==> config.mk <==
export PLATFORM = sky130hd
export DESIGN_NAME = alu_lsa
export DESIGN_NICKNAME = d
export VERILOG_FILES = /design/src/rtl/alu_lsa_pkg.sv /design/src/rtl/alu_lsa_logic.sv /design/src/rtl/alu_lsa_shift.sv /design/src/rtl/alu_lsa_addsub.sv /design/src/rtl/alu_lsa.sv
export SDC_FILE = /design/constraint.sdc
export NUM_CORES = 1
export LEC_CHECK = 0
export BUFFER_PORTS_ARGS = -buffer_cell sky130_fd_sc_hd__buf_2
export CORE_ASPECT_RATIO = 2
export CORE_MARGIN = 2
export CORE_UTILIZATION = 56
export DETAILED_ROUTE_END_ITERATION = 8
export PLACE_DENSITY = 0.82
export SYNTH_ARGS = -nofsm -noshare
export SYNTH_HDL_FRONTEND = slang
export SYNTH_SLANG_ARGS = --single-unit
==> constraint.sdc <==
create_clock -name vclk -period 5.86
set_input_delay 0.879 -clock vclk [all_inputs]
set_output_delay 0.879 -clock vclk [all_outputs]
set_load 0.02 [all_outputs]
==> src/rtl/alu_lsa_pkg.sv <==
package alu_lsa_pkg;
  localparam int unsigned XLEN = 32;
  localparam int unsigned SHW  = $clog2(XLEN);

  typedef enum logic [3:0] {
    OP_AND  = 4'd0,
    OP_OR   = 4'd1,
    OP_XOR  = 4'd2,
    OP_NOR  = 4'd3,
    OP_SLL  = 4'd4,
    OP_SRL  = 4'd5,
    OP_SRA  = 4'd6,
    OP_ADDT = 4'd8,
    OP_ADDW = 4'd9,
    OP_SUBT = 4'd10,
    OP_SUBW = 4'd11
  } alu_op_e;

  typedef enum logic [1:0] {
    LG_AND = 2'd0,
    LG_OR  = 2'd1,
    LG_XOR = 2'd2,
    LG_NOR = 2'd3
  } logic_fn_e;
endpackage

==> src/rtl/alu_lsa_logic.sv <==
module alu_lsa_logic #(
  parameter int unsigned W = 32
) (
  input  logic [W-1:0] a_i,
  input  logic [W-1:0] b_i,
  input  logic [1:0]   fn_i,
  output logic [W-1:0] y_o
);
  import alu_lsa_pkg::*;

  always_comb begin
    unique case (logic_fn_e'(fn_i))
      LG_AND:  y_o = a_i & b_i;
      LG_OR:   y_o = a_i | b_i;
      LG_XOR:  y_o = a_i ^ b_i;
      default: y_o = ~(a_i | b_i);
    endcase
  end
endmodule

==> src/rtl/alu_lsa_shift.sv <==
module alu_lsa_shift #(
  parameter int unsigned W = 32,
  localparam int unsigned SW = $clog2(W)
) (
  input  logic [W-1:0]  a_i,
  input  logic [SW-1:0] amt_i,
  input  logic          left_i,
  input  logic          arith_i,
  output logic [W-1:0]  y_o
);
  logic [W-1:0] stage [SW+1];
  logic [W-1:0] a_rev;
  logic [W-1:0] y_rev;
  logic         fill;

  // left shift = reverse, shift right, reverse
  for (genvar i = 0; i < W; i++) begin : g_rev_in
    assign a_rev[i] = a_i[W-1-i];
  end

  assign fill     = arith_i & ~left_i & a_i[W-1];
  assign stage[0] = left_i ? a_rev : a_i;

  for (genvar s = 0; s < SW; s++) begin : g_stage
    localparam int unsigned D = 1 << s;
    assign stage[s+1] = amt_i[s] ? {{D{fill}}, stage[s][W-1:D]} : stage[s];
  end

  for (genvar i = 0; i < W; i++) begin : g_rev_out
    assign y_rev[i] = stage[SW][W-1-i];
  end

  assign y_o = left_i ? y_rev : stage[SW];
endmodule

==> src/rtl/alu_lsa_addsub.sv <==
module alu_lsa_addsub #(
  parameter int unsigned W = 32
) (
  input  logic [W-1:0] a_i,
  input  logic [W-1:0] b_i,
  input  logic         sub_i,
  output logic [W-1:0] sum_o,
  output logic         ovf_o
);
  logic [W-1:0] b_eff;
  logic [W:0]   raw;

  assign b_eff = sub_i ? ~b_i : b_i;
  assign raw   = {1'b0, a_i} + {1'b0, b_eff} + {{W{1'b0}}, sub_i};
  assign sum_o = raw[W-1:0];
  // same sign in, different sign out
  assign ovf_o = (a_i[W-1] == b_eff[W-1]) & (sum_o[W-1] != a_i[W-1]);
endmodule

==> src/rtl/alu_lsa.sv <==
module alu_lsa
  import alu_lsa_pkg::*;
#(
  parameter int unsigned W = XLEN,
  localparam int unsigned SW = $clog2(W)
) (
  input  logic [W-1:0]  opa_i,
  input  logic [W-1:0]  opb_i,
  input  logic [SW-1:0] shamt_i,
  input  logic [3:0]    op_i,
  output logic [W-1:0]  result_o,
  output logic          wr_en_o,
  output logic          ovf_exc_o
);
  logic [W-1:0] logic_y, shift_y, arith_y;
  logic         arith_ovf;
  logic         is_logic, is_shift, is_arith, trap_en;

  assign is_logic = (op_i[3:2] == 2'b00);
  assign is_shift = (op_i[3:2] == 2'b01) & (op_i[1:0] != 2'b11);
  assign is_arith = (op_i[3:2] == 2'b10);
  assign trap_en  = is_arith & ~op_i[0];

  alu_lsa_logic #(.W(W)) u_logic (
    .a_i  (opa_i),
    .b_i  (opb_i),
    .fn_i (op_i[1:0]),
    .y_o  (logic_y)
  );

  alu_lsa_shift #(.W(W)) u_shift (
    .a_i     (opa_i),
    .amt_i   (shamt_i),
    .left_i  (op_i[1:0] == 2'b00),
    .arith_i (op_i[1]),
    .y_o     (shift_y)
  );

  alu_lsa_addsub #(.W(W)) u_addsub (
    .a_i   (opa_i),
    .b_i   (opb_i),
    .sub_i (op_i[1]),
    .sum_o (arith_y),
    .ovf_o (arith_ovf)
  );

  always_comb begin
    result_o = '0;
    if (is_logic)      result_o = logic_y;
    else if (is_shift) result_o = shift_y;
    else if (is_arith) result_o = arith_y;
  end

  assign ovf_exc_o = trap_en & arith_ovf;
  assign wr_en_o   = (is_logic | is_shift | is_arith) & ~ovf_exc_o;
endmodule

== Yosys cells after proc, flatten, opt, wreduce, memory -nomap -nowiden ==
Index checks and enable logic that the tools add are counted.

* Add/subtract/negate cells: 2
* Eq/ne operators: 7
* Mux-type cells: 12
* Bitwise operators: 17
* Reduce and logical (&&, ||, !) cells: 2

{| class="wikitable"
|+ Operators with widths
! operator !! number
|-
| 32-bit 2-to-1 mux || 11
|-
| 32-bit one-hot mux with 3 select lines || 1
|-
| 32-bit inverter || 2
|-
| 32-bit by 1-bit adder with 32-bit output || 1
|-
| 32-bit adder || 1
|-
| 32-bit AND || 1
|-
| 32-bit bitwise OR || 1
|-
| 32-bit XOR || 1
|-
| 1-bit AND || 7
|-
| 2-bit by 1-bit == test with 1-bit output (second input constant) || 2
|-
| 2-bit == test (second input constant) || 2
|-
| 2-bit zero test || 2
|-
| 1-bit inverter || 3
|-
| 2-bit inequality test (second input constant) || 1
|-
| 1-bit bitwise OR || 2
|-
| 1-bit == test || 1
|-
| 1-bit inequality test || 1
|}

* Bits in registers: 0
* Output and inout port bits: 34
* Word-level logic and storage cells: 40

== Depth between registers and ports, before layout ==
* Depth in word-level cells: 12
* Gate-level depth with buffers: 17
* Mapped depth without buffers: 12

== By module ==
A second synthesis with hierarchy kept.

* Cell total of the unflattened synthesis: 1231
* Area total of the unflattened synthesis: 9016.1 um^2

{| class="wikitable"
|+ Modules (own cells, without submodules)
! module !! times used !! cells each !! area each (um^2) !! seq. area each (um^2)
|-
| alu_lsa_shift || 1 || 461 || 3594.7 || 0.0
|-
| alu_lsa_addsub || 1 || 316 || 2247.2 || 0.0
|-
| alu_lsa_logic || 1 || 306 || 2242.2 || 0.0
|-
| alu_lsa || 1 || 148 || 932.1 || 0.0
|}

== Worst setup path after synthesis ==
No wires, ideal clock.

* Path kind: input to output
* Start point: input op_i[1]
* End point: output result_o[28]
* Data arrival time: 4.989 ns
* Data required time: 4.981 ns
* Setup slack: -0.008 ns
* Stages on the path: 16
* Buffers on the path: 5
* Cells stage by stage: buf_6 clkbuf_1 buf_1 clkbuf_1 buf_1 xor2_1 ha_1 a21o_1 a31oi_1 a21boi_0 a311o_1 a221oi_1 o21ai_1 o31ai_2 mux2i_1 o221ai_1

* Word-level cells in the longest chain between the ends: 12
* Elaborated cells on any way between the ends: 22

{| class="wikitable"
|+ RTL lines
! element !! line !! source
|-
| start, declared || alu_lsa.sv:10 || <nowiki>input logic [3:0] op_i,</nowiki>
|-
| branches (longest 11 deep; another with 32-bit adder) || -- ||
|-
| 32-bit 2-to-1 mux * || alu_lsa.sv:49 || <nowiki>if (is_logic) result_o = logic_y;</nowiki>
|-
| end, declared || alu_lsa.sv:11 || <nowiki>output logic [W-1:0] result_o,</nowiki>
|}

Every way passes the cells marked *.

== Worst setup path in the final report ==
Ends and elaborated chain as after synthesis.

==> run_results.csv <==
group,metric,value,unit
drt,num_vias,8392,
worst_setup_path,cp-end-kind,"output pin",
sta,hold_violations,0,
worst_setup_path,cp-endpoint,"result_o[28]",
status,status,"completed",
worst_setup_path,worstSetupStartpointType,"primary input",
grt,gr-usage-all-layers,37.5,%
sta,worstMarginPinSlew,1.00,ns
floorplanning,core-area,12800,µm²
drt,met3_length,2.91,mm
synthesis,ys_seq_area_share,0,%
synthesis,avgSynthCellArea,7.11,µm²
grt,grt_pass1_vias,7623,
clock_tree,ctsHoldBuffers,0,
drt,via_per_inst,6.86,
sta,finalSetupTns,0,ns
grt,antenna_found_initial,0,
cells_and_area,design.seq.count,0,
drt,wl_per_cell,22.3,µm
synthesis,syn-cell-area,7300,µm²
drt,wirelength,27.4,mm
drt,wl_met2,12.1,mm
cells_and_area,nClkBuffers,0,
floorplanning,die-area,14000,µm²
hold_path,hold_class,"in2out",
synthesis,ys_warn_count,0,
grt,grt_max_degree,46,
synthesis,synth_top_cells_by_area,"ha_1 16%, mux4_2 11%, mux2i_1 10%",
synthesis,netlist-cell-type-count,72,
drt,first_iter_violations,1103,
sta,grt_setup_unrepaired,"no",
cells_and_area,seq_area,0,µm²
floorplanning,num_rows,59,
drt,detail-route-antenna-nets,0,
floorplanning,die_h,166,µm
sta,drv_slew,0,
clock_tree,postCtsSetupRepairBufs,0,
synthesis,synth.top_cells.by_count,"100 x inv_1, 97 x o21ai_0, 95 x ha_1",
placed_design,place.gp.congestion,1.10,
worst_setup_path,required,4.98,ns
sta,timing.fmax,182,MHz
clock_tree,ctsResizeCount,0,
sta,max_slew_margin,33.2,%
sta,setup_viol,0,
floorplanning,ioPinCount,107,
floorplanning,die_w,84.8,µm
cells_and_area,fin_util,60.8,%
grt,grt_pass1_wl,41.7,mm
worst_setup_path,cp.arrival,4.62,ns
drt,routed.top_layer,"met4",
run,drv_cap,0,
drt,drc_errors,0,
worst_setup_path,critPathKind,"in2out",
cells_and_area,antenna_cells,0,
cells_and_area,drive_gt1_share,17.4,%
synthesis,syn_inst,1027,
cells_and_area,syn_to_final_growth,6.97,%
sta,period_share,93.9,%
worst_setup_path,cp-startpoint,"op_i[1]",
drt,firstDrtPassIters,7,
pwr,cellLeakagePower,3.88,nW
drt,wl_met1,10.2,mm
synthesis,syn-num-nets,1196,
synthesis,synth_top_area_share,16.3,%
worst_setup_path,crit_fanout,38,
placed_design,port_buffers,107,
cells_and_area,num-fill-cells,1216,
pwr,power_density,125,nW/µm²
pwr,ir_drop,0.118,mV
grt,grt_overflow,0,
sta,period_needed,5.50,ns
synthesis,synth.most_common_cell,"inv_1",
floorplanning,initial_core_util,56.9,%
cells_and_area,num-nets-final,1243,
placed_design,dp_hpwl,21.8,mm
synthesis,yosys.area.top_type,"ha_1",
-- critical path, stage by stage --
cell	delay (ns)
buf_4	0.38
xor2_1	0.27
ha_1	0.32
a21o_1	0.20
a31oi_1	0.18
a21boi_0	0.21
a311o_1	0.46
a221oi_1	0.44
o21ai_1	0.22
o31ai_2	0.29
mux2i_1	0.29
o221ai_1	0.22
buf_2	0.23
-- how the worst min path moves through the flow --
stage              start           to  depth (start not counted)
2_1_floorplan    op_i[3]  result_o[3]                          3
3_3_place_gp   opa_i[31]    ovf_exc_o                          4
3_5_place_dp   opa_i[31]    ovf_exc_o                          4
4_1_cts        opa_i[31]    ovf_exc_o                          4
5_1_grt        opa_i[31]    ovf_exc_o                          4
6_report       opb_i[31]    ovf_exc_o                          5
-- area by class of cell --
class | count | area [µm²] | area share, %
multi-input cells | 849 | 6590 | 84.4
repair buffers | 122 | 651 | 8.33
inverters | 101 | 379 | 4.85
well taps | 152 | 190 | 2.43
-- cells by family (layout without fill, tap and decap cells) --
group | count (synthesis) | count (layout) | synth area share (%)
compound gates | 341 | 341 | 29.5
simple gates | 229 | 229 | 13.5
buf+inv | 178 | 223 | 9.73
mux | 126 | 126 | 23.9
fa+ha+maj | 96 | 96 | 16.5
xor+xnor | 57 | 57 | 6.84
-- where the power goes --
group | switching, W | total, W | internal [W]
clock network | 0 | 0 | 0
registers | 0 | 0 | 0
logic | 0.000610 | 0.000980 | 0.000369
total | 0.000610 | 0.000980 | 0.000369
-- placed cells by master (no fill, tap or decap), types with 4 or more instances in the layout --
master / instances
buf_2: 106
nor2_1: 80
nor3_1: 5
nand4_1: 6
a31oi_1: 4
o21ai_0: 97
buf_4: 16
a22oi_1: 5
mux2i_1: 74
nand3_1: 15
nand2_1: 94
ha_1: 95
a221o_1: 4
o21bai_1: 8
a211o_1: 6
o221ai_1: 7
mux2_2: 14
o21a_1: 6
a221oi_1: 4
o211ai_1: 12
a211oi_1: 31
and2_1: 6
nor2b_1: 4
a21o_1: 21
xor2_1: 43
inv_1: 100
mux4_2: 37
o22ai_1: 5
a21boi_0: 4
a21oi_1: 93
xnor2_1: 14
-- layer usage --
metal / global-route usage (%) / up-vias
met4: 22.7 / 0
met2: 61.4 / 610
met5: 0 / -
li1: - / 3823
met3: 3.68 / 114
met1: 47.1 / 3845
-- per-stage QoR --
step | std cells | worst slack, ns | total power (W) | instance area, µm² | hold WS [ns]
2_1_floorplan | 1027 | 0.107 | 0.000660 | 7300 | 2.08
3_3_place_gp | 1224 | 0.631 | 0.000930 | 7810 | 2.30
3_5_place_dp | 1224 | 0.489 | 0.000944 | 7810 | 2.30
4_1_cts | 1224 | 0.465 | 0.000950 | 7810 | 2.30
5_1_grt | 1224 | 0.183 | 0.00105 | 7810 | 2.33
6_report | 1224 | 0.358 | 0.000980 | 7810 | 2.31
Note: power is estimated with default switching activity, not from simulation.
